## config.mk

```make
export PLATFORM = sky130hd
export DESIGN_NAME = sup_seg_check
export DESIGN_NICKNAME = d
export VERILOG_FILES = /design/src/rtl/sup_seg_pkg.sv /design/src/rtl/sup_addr_gen.sv /design/src/rtl/sup_priv_decode.sv /design/src/rtl/sup_seg_map.sv /design/src/rtl/sup_seg_check.sv
export SDC_FILE = /design/constraint.sdc
export NUM_CORES = 1
export LEC_CHECK = 0
export BUFFER_PORTS_ARGS = -buffer_cell sky130_fd_sc_hd__buf_2
export CAP_MARGIN = 20
export CORE_MARGIN = 4
export CORE_UTILIZATION = 30
export DETAILED_ROUTE_END_ITERATION = 8
export SETUP_SLACK_MARGIN = 0.05
export SYNTH_ARGS = -nofsm -noshare
export SYNTH_HDL_FRONTEND = slang
export SYNTH_SLANG_ARGS = --single-unit
export TNS_END_PERCENT = 50
```

## constraint.sdc

```tcl
create_clock -name clk -period 4.3 [get_ports clk]
set_input_delay 0.645 -clock clk [delete_from_list [all_inputs] [get_ports clk]]
set_output_delay 0.645 -clock clk [all_outputs]
set_load 0.02 [all_outputs]
```

## src/rtl/sup_seg_pkg.sv

```systemverilog
package sup_seg_pkg;
   typedef enum logic [2:0] {
      SEG_NONE  = 3'd0,
      SEG_LOW32 = 3'd1,
      SEG_SUP32 = 3'd2,
      SEG_LOW64 = 3'd3,
      SEG_SUP64 = 3'd4,
      SEG_CMP64 = 3'd5
   } seg_e;
endpackage

```

## src/rtl/sup_addr_gen.sv

```systemverilog
module sup_addr_gen #(
   parameter int ADDR_W = 64,
   parameter int OFF_W  = 16,
   parameter int HALF_W = 32
) (
   input  logic [ADDR_W-1:0] base,
   input  logic [OFF_W-1:0]  offset,
   input  logic              wide,
   output logic [ADDR_W-1:0] addr,
   output logic              ovf
);
   localparam int EXT_W = ADDR_W - OFF_W;

   if (OFF_W >= HALF_W) begin : g_bad_off
      $error("sup_addr_gen: OFF_W must be below HALF_W");
   end
   if (ADDR_W != 2 * HALF_W) begin : g_bad_half
      $error("sup_addr_gen: ADDR_W must be twice HALF_W");
   end

   logic [ADDR_W-1:0] off_ext;
   logic [ADDR_W-1:0] sum;
   logic              sum_msb, base_msb, off_msb;

   assign off_ext  = {{EXT_W{offset[OFF_W-1]}}, offset};
   assign sum      = base + off_ext;
   assign sum_msb  = sum[HALF_W-1];
   assign base_msb = base[HALF_W-1];
   assign off_msb  = offset[OFF_W-1];

   always_comb begin
      if (wide) begin
         addr = sum;
         ovf  = 1'b0;
      end else begin
         addr = {{HALF_W{sum_msb}}, sum[HALF_W-1:0]};
         ovf  = (off_msb == base_msb) && (sum_msb != base_msb);
      end
   end


   narrow_sext_chk: assert final (wide || (addr[ADDR_W-1:HALF_W] == {HALF_W{addr[HALF_W-1]}}))
      else $error("narrow address not sign-extended");
endmodule

```

## src/rtl/sup_priv_decode.sv

```systemverilog
module sup_priv_decode #(
   parameter int PRIV_W = 2,
   parameter logic [PRIV_W-1:0] SUP_CODE = 2'b01
) (
   input  logic [PRIV_W-1:0] priv,
   input  logic              exc,
   input  logic              err,
   output logic              is_sup
);
   if (PRIV_W < 1) begin : g_bad_priv
      $error("sup_priv_decode: PRIV_W must be positive");
   end

   assign is_sup = (priv == SUP_CODE) && !exc && !err;
endmodule

```

## src/rtl/sup_seg_map.sv

```systemverilog
module sup_seg_map
   import sup_seg_pkg::*;
#(
   parameter int ADDR_W  = 64,
   parameter int HALF_W  = 32,
   parameter int SPACE_W = 40
) (
   input  logic [ADDR_W-1:0] addr,
   input  logic              wide,
   input  logic              is_sup,
   output seg_e              seg,
   output logic              mapped,
   output logic              aerr
);
   localparam int HI_W = ADDR_W - SPACE_W;
   localparam logic [HI_W-1:0] SUP64_TAG = {2'b01, {(HI_W-2){1'b0}}};

   if (SPACE_W >= ADDR_W - 2 || SPACE_W <= HALF_W) begin : g_bad_space
      $error("sup_seg_map: SPACE_W out of range");
   end

   logic [2:0]        top3;
   logic [HI_W-1:0]   hi_part;
   logic              upper_ones;
   seg_e              raw;

   assign top3       = addr[HALF_W-1:HALF_W-3];
   assign hi_part    = addr[ADDR_W-1:SPACE_W];
   assign upper_ones = &addr[ADDR_W-1:HALF_W];

   always_comb begin
      raw = SEG_NONE;
      if (!wide) begin
         if (!top3[2])              raw = SEG_LOW32;
         else if (top3 == 3'b110)   raw = SEG_SUP32;
      end else begin
         if (hi_part == '0)                       raw = SEG_LOW64;
         else if (hi_part == SUP64_TAG)           raw = SEG_SUP64;
         else if (upper_ones && top3 == 3'b110)   raw = SEG_CMP64;
      end
   end

   assign seg    = is_sup ? raw : SEG_NONE;
   assign mapped = is_sup && (raw != SEG_NONE);
   assign aerr   = is_sup && (raw == SEG_NONE);


   map_err_excl_chk: assert final (!(mapped && aerr))
      else $error("mapped and error both set");

   narrow_code_chk: assert final (wide || seg == SEG_NONE || seg == SEG_LOW32 || seg == SEG_SUP32)
      else $error("wide code in narrow mode");
endmodule

```

## src/rtl/sup_seg_check.sv

```systemverilog
module sup_seg_check
   import sup_seg_pkg::*;
#(
   parameter int ADDR_W  = 64,
   parameter int OFF_W   = 16,
   parameter int HALF_W  = 32,
   parameter int SPACE_W = 40,
   parameter int PRIV_W  = 2
) (
   input  logic              clk,
   input  logic              rst,
   input  logic              in_valid,
   input  logic [63:0]       in_base,
   input  logic [15:0]       in_offset,
   input  logic [1:0]        in_priv,
   input  logic              in_exc,
   input  logic              in_err,
   input  logic              in_wide,
   output logic              out_valid,
   output logic [63:0]       out_addr,
   output logic [2:0]        out_seg,
   output logic              out_mapped,
   output logic              out_aerr,
   output logic              out_ovf,
   output logic              out_notsup
);
   if (ADDR_W != 64 || OFF_W != 16 || PRIV_W != 2) begin : g_bad_ports
      $error("sup_seg_check: port widths are fixed at 64/16/2");
   end

   logic [ADDR_W-1:0] c_addr;
   logic              c_ovf, c_sup, c_mapped, c_aerr;
   seg_e              c_seg;

   sup_priv_decode #(.PRIV_W(PRIV_W), .SUP_CODE(2'b01)) u_priv (
      .priv(in_priv), .exc(in_exc), .err(in_err), .is_sup(c_sup)
   );

   sup_addr_gen #(.ADDR_W(ADDR_W), .OFF_W(OFF_W), .HALF_W(HALF_W)) u_agen (
      .base(in_base), .offset(in_offset), .wide(in_wide),
      .addr(c_addr), .ovf(c_ovf)
   );

   sup_seg_map #(.ADDR_W(ADDR_W), .HALF_W(HALF_W), .SPACE_W(SPACE_W)) u_map (
      .addr(c_addr), .wide(in_wide), .is_sup(c_sup),
      .seg(c_seg), .mapped(c_mapped), .aerr(c_aerr)
   );

   always_ff @(posedge clk) begin
      if (rst) begin
         out_valid  <= 1'b0;
         out_addr   <= '0;
         out_seg    <= '0;
         out_mapped <= 1'b0;
         out_aerr   <= 1'b0;
         out_ovf    <= 1'b0;
         out_notsup <= 1'b0;
      end else begin
         out_valid <= in_valid;
         if (in_valid) begin
            out_addr   <= c_addr;
            out_seg    <= c_seg;
            out_mapped <= c_mapped;
            out_aerr   <= c_aerr;
            out_ovf    <= c_ovf;
            out_notsup <= !c_sup;
         end
      end
   end


   valid_follow_chk: assert property (@(posedge clk) disable iff (rst)
      in_valid |=> out_valid);

   valid_idle_chk: assert property (@(posedge clk) disable iff (rst)
      !in_valid |=> !out_valid);

   notsup_quiet_chk: assert property (@(posedge clk) disable iff (rst)
      (out_valid && out_notsup) |-> (out_seg == 3'd0 && !out_mapped && !out_aerr));

   wide_no_ovf_chk: assert property (@(posedge clk) disable iff (rst)
      (in_valid && in_wide) |=> !out_ovf);

   sup_outcome_chk: assert property (@(posedge clk) disable iff (rst)
      (out_valid && !out_notsup) |-> $countones({out_mapped, out_aerr}) == 1);
endmodule

```

# After elaboration in Yosys (flattened, before gate mapping)
# Index checks and enable logic that the tools add are counted.
# word_totals
register_bits	72
in_bits	88
out_inout_bits	72
word_cells	35
# classes
addsub	1
n_eq_ne	5
mux	9
reduce_logical	13
# op_table
operator	n
adder 64 bit	1
two-way mux 64 bit	1
AND reduction 32 bit	1
equality test 24 x 23 -> 1 bit, second input constant	1
zero test 24 bit	1
two-way mux 3 bit	6
logical AND 1 bit	6
equality test 3 bit, second input constant	1
zero test 1 bit	3
zero test 3 bit	1
nonzero test 3 bit	1
equality test 2 x 1 -> 1 bit, second input constant	1
two-way mux 2 bit	1
equality test 1 bit	1
two-way mux 1 bit	1
!= test 1 bit	1

# Logic depth before layout (Yosys ltp)
# logic_depth
ltp_word	10
depth_mapped	15
mapped_depth_nobuf	14

# Modules after synthesis
# From an unflattened synthesis, not the netlist that was laid out.
# unflattened
cells_unflattened	875
area_unflattened_um2	6954.2
# by_module_without_submodules
mod	n_inst	cells_each	area_per_inst_um2	seq_area_each_um2
sup_addr_gen	1	603	4072.7	0.0
sup_seg_check	1	231	2620.0	1441.4
sup_seg_map	1	40	246.5	0.0
sup_priv_decode	1	1	15.0	0.0

# Worst setup path after synthesis
# No wires, ideal clock.
# synth_path
kind	input port to flip-flop
startpoint	in in_base[0]
endpoint	reg out_aerr
setup_time_ns	0.117
arrival_ns	4.002
required_ns	4.183
setup_slack_ns	0.182
stages	14
n_path_buf	0
cell_sequence	ha_1 -> fa_1 -> a211oi_2 -> nor4b_4 -> a211oi_4 -> o31ai_4 -> o31ai_4 -> a22o_1 -> xnor2_1 -> or4_1 -> nor4_1 -> nand4_1 -> a31o_1 -> a22o_1
# synth_between
elab_chain_cells	10
word_cells_on_any_way	15
cone_classes	add/sub: 1; eq/ne: 2; mux: 7; reduce/logical: 5
# synth_lines
element	line_no	rtl
start: declaration	sup_seg_check.sv:13	input logic [63:0] in_base,
adder 64 bit (*)	sup_addr_gen.sv:26	assign sum = base + off_ext;
two-way mux 64 bit (*)	sup_addr_gen.sv:32	if (wide) begin
AND reduction 32 bit or equality test 3 bit (tied branches)	sup_seg_map.sv:29, sup_seg_map.sv:35, sup_seg_map.sv:39	
logical AND 1 bit	sup_seg_map.sv:39	else if (upper_ones && top3 == 3'b110) raw = SEG_CMP64;
two-way mux 3 bit	sup_seg_map.sv:39	
two-way mux 3 bit	sup_seg_map.sv:38	else if (hi_part == SUP64_TAG) raw = SEG_SUP64;
two-way mux 3 bit	sup_seg_map.sv:37	if (hi_part == '0) raw = SEG_LOW64;
two-way mux 3 bit (*)	sup_seg_map.sv:33	if (!wide) begin
zero test 3 bit (*)	sup_seg_map.sv:45	assign aerr = is_sup && (raw == SEG_NONE);
logical AND 1 bit (*)	sup_seg_map.sv:45	
end signal: assignment	sup_seg_check.sv:64	out_aerr <= c_aerr;
end: declaration	sup_seg_check.sv:23	output logic out_aerr,
# Mark *: on every way between the ends. The rest lies on a longest branch, timed or not.
# A chain may end at the register's enable or synchronous reset.

# Final worst setup path
# layout_path
startpoint	in in_offset[15]
endpoint	reg out_aerr
# layout_between
elab_chain_cells	10
word_cells_on_any_way	15
cone_classes	add/sub: 1; eq/ne: 2; mux: 7; reduce/logical: 5
# layout_lines
element	line_no	rtl
start: declaration	sup_seg_check.sv:14	input logic [15:0] in_offset,
adder 64 bit (*)	sup_addr_gen.sv:26	
two-way mux 64 bit (*)	sup_addr_gen.sv:32	
AND reduction 32 bit or equality test 3 bit (tied branches)	sup_seg_map.sv:29, sup_seg_map.sv:35, sup_seg_map.sv:39	
logical AND 1 bit	sup_seg_map.sv:39	
two-way mux 3 bit	sup_seg_map.sv:39	
two-way mux 3 bit	sup_seg_map.sv:38	
two-way mux 3 bit	sup_seg_map.sv:37	
two-way mux 3 bit (*)	sup_seg_map.sv:33	
zero test 3 bit (*)	sup_seg_map.sv:45	
logical AND 1 bit (*)	sup_seg_map.sv:45	
# Marks and branches as above.

==> out/metrics.cfg <==
[sta]
setup_viol=0
finalSetupTns_ps=0
slew_headroom_pct=36.0
hold_viol_final=0
rsz0062_at_grt=no
fin_ws_ps=177
max_freq_mhz=243
finalMaxSlewViolations=0
tightest_slew_ps=958
skew_ps=0
min_period_over_period_pct=95.9
fin_crit_ps=4120

[power_and_ir_drop]
power_mw=3.35
p_leak_nw=5.34
p_per_area_nw_per_um2=288
peakVddDrop_mv=0.209

[worst_setup_path]
cpMaxStageDelayCell=or4bb_1
critPathRequiredTime_ps=4540
cp_max_fo=13
startpoint_type=input pin
cp-end-kind=flop
criticalPathCategory=input pin to flop
cp_top_family=compound AO/OA/AOI/OAI gates
crit_top_cell=o21ai_1
crit_path_max_incr_delay_ps=510
cp_cell_sequence=buf_4 -> buf_12 -> buf_6 -> ha_1 -> a21oi_1 -> o21ai_1 -> a2111oi_0 -> o21ai_1 -> o31ai_4 -> xnor2_2 -> nor3b_1 -> or4bb_1 -> nor4_1 -> nand4_1 -> a31o_1 -> a22o_1
critical_path_arrival_ps=4360
cp_num_buf_inv=3

[place]
place.gp.congestion=0.969
io_buffer_count=159
post-dp-hpwl_mm=26.5
pre_cts_ws_ps=-212

[yosys]
synth_top_cell_area_share_pct=19.2
synth-edff-count=0
syn_nets=1192
ys_seq_area_share_pct=19.2
synth_area_leader_cell=dfxtp_1
ys_warn_count=0
syn_inst=1040
synth_cell_types=80
async_flop_share_pct=0
syn_area_um2=7500
ys_ff_latch=72
synth.area.top_cells=dfxtp_1 19%, ha_1 11%, a21oi_1 7.2%, nor2_1 7.1%, nand2_1 5.5%
yosys_most_used_dff=dfxtp_1
syn_area_per_cell_um2=7.21

[clock_tree]
clock-sinks=72
cts_htree_levels=3
root_buffer=clkbuf_16
cts_made_buffers=9
clkTransAtPathRegs_ps=60
hold_buffers=0
cts_buffer_depth=2
tritoncts=done
clock_latency_ps=340

[routing]
totalWireLength_mm=32.4
num_vias=9698
drtPass1Iterations=5
ant_nets=0
drt_iter0_drc=827
routedWlPerCell_um=18.1
drc=0
viasPerCell=5.42

[finish]
fill_cells=2477
final_util_pct=47.5
final_nets=1613
syn2layout_area_growth_pct=55.1
layout_common_cells=306 x buf_4, 157 x buf_2, 140 x nor2_1
layout_commonest_cell=buf_4
num_antenna_cells=0
drive_gt1_share_pct=38.7

[global_route]
grt_start_max_net_pins=60
grt_pass1_wl_mm=49.1
grtUsageTotal_pct=21.7
antenna_found_initial=0
grt.overflow.total=0
grt_pass1_vias=9130

[floorplan]
die_w_um=166
ios=160
rows=57
initial_utilization_pct=30.7
dieArea_um2=27600
core-area_um2=24500
fp.dieH_um=166

[min_path]
worstHoldPathType=flop to flop

[outcome]
status=finished, final reports clean

[flow_run]
maxCapViolCount=0

[power breakdown]
part | internal (mW) | leakage [nW] | switching, mW
Combinational | 0.768 | 4.58 | 0.931
Sequential | 0.733 | 0.596 | 0.0316
Clock | 0.571 | 0.167 | 0.311
Total | 2.07 | 5.34 | 1.27
[final cells by class]
class                   instances  area [um^2]  share of cell area [%]
repair buffers                470         3200                    27.5
clock buffers                  10          229                    1.97
flip-flops and latches         72         1440                    12.4
inverters                      16         60.1                   0.516
multi-input cells             892         6180                    53.1
well taps                     324          405                    3.49
clock inverters                 6          116                    1.00
[synthesized netlist by cell type (21+ instances only)]
library cell    n
a21oi_1       108
dfxtp_1        72
nor2_1        142
xnor2_1        21
o21ai_0        67
xor2_1         23
mux2i_1        33
ha_1           63
nand4_1        45
a211oi_1       26
clkbuf_1       34
nand2_1       109
nor3_1         33
[routing by layer]
metal | global-route usage (%) | share of wire [%] | up-vias
met5 | 0 | 0 | -
met4 | 3.98 | 1.9 | 0
met3 | 2.95 | 6.7 | 44
met2 | 34.8 | 45 | 387
met1 | 31.5 | 46 | 4547
li1 | - | - | 4720
[metrics by stage]
stage                     instance area, um^2  instances  hold WS [ps]
after detailed placement                10700       1763           462
final                                   11600       1790           471
after CTS                               11000       1779           472
after global routing                    11600       1790           483
after floorplan                          7500       1040           544
after global placement                  10700       1763           458
[path summary, 6_finish.rpt]
check           startpoint            to  slack, ps  cells past startpoint
max          in_offset[15]      out_aerr        180                     16
min           out_addr[42]  out_addr[42]        470                      2
max reg2reg   out_addr[20]  out_addr[20]       3550                      3
min reg2reg   out_addr[42]  out_addr[42]        470                      2
[cells by family after synthesis]
kind of cell             after synthesis  share of synthesized area [%]
AO/OA/AOI/OAI                        334                           29.1
AND/OR/NAND/NOR                      416                           26.8
multiplexers                          34                           4.56
adder cells (fa/ha/maj)               64                           10.8
flip-flops                            72                           19.2
buffers and inverters                 76                           4.36
XOR/XNOR                              44                           5.14
[tightest hold or removal path: cells and delay by family (launching register included)]
kind / cells / cell delay [ps]
AOI/OAI and AO/OA: 1 / 60
DFF: 1 / 310
and+or+nand+nor: 1 / 60
[registers in the layout, indices dropped and copies added, names as in the netlist]
| signal | flops |
|---|---|
| out_aerr | 1 |
| out_valid | 1 |
| out_ovf | 1 |
| out_addr | 64 |
| out_notsup | 1 |
| out_mapped | 1 |
| out_seg | 3 |
[repair_timing]
| item | in CTS | in global routing |
|---|---|---|
| buffers inserted | 0 | 8 |
| endpoints found under the setup margin | 0 | 5 |
| gates resized for setup | 0 | 90 |
(Power assumes the default switching activity.)
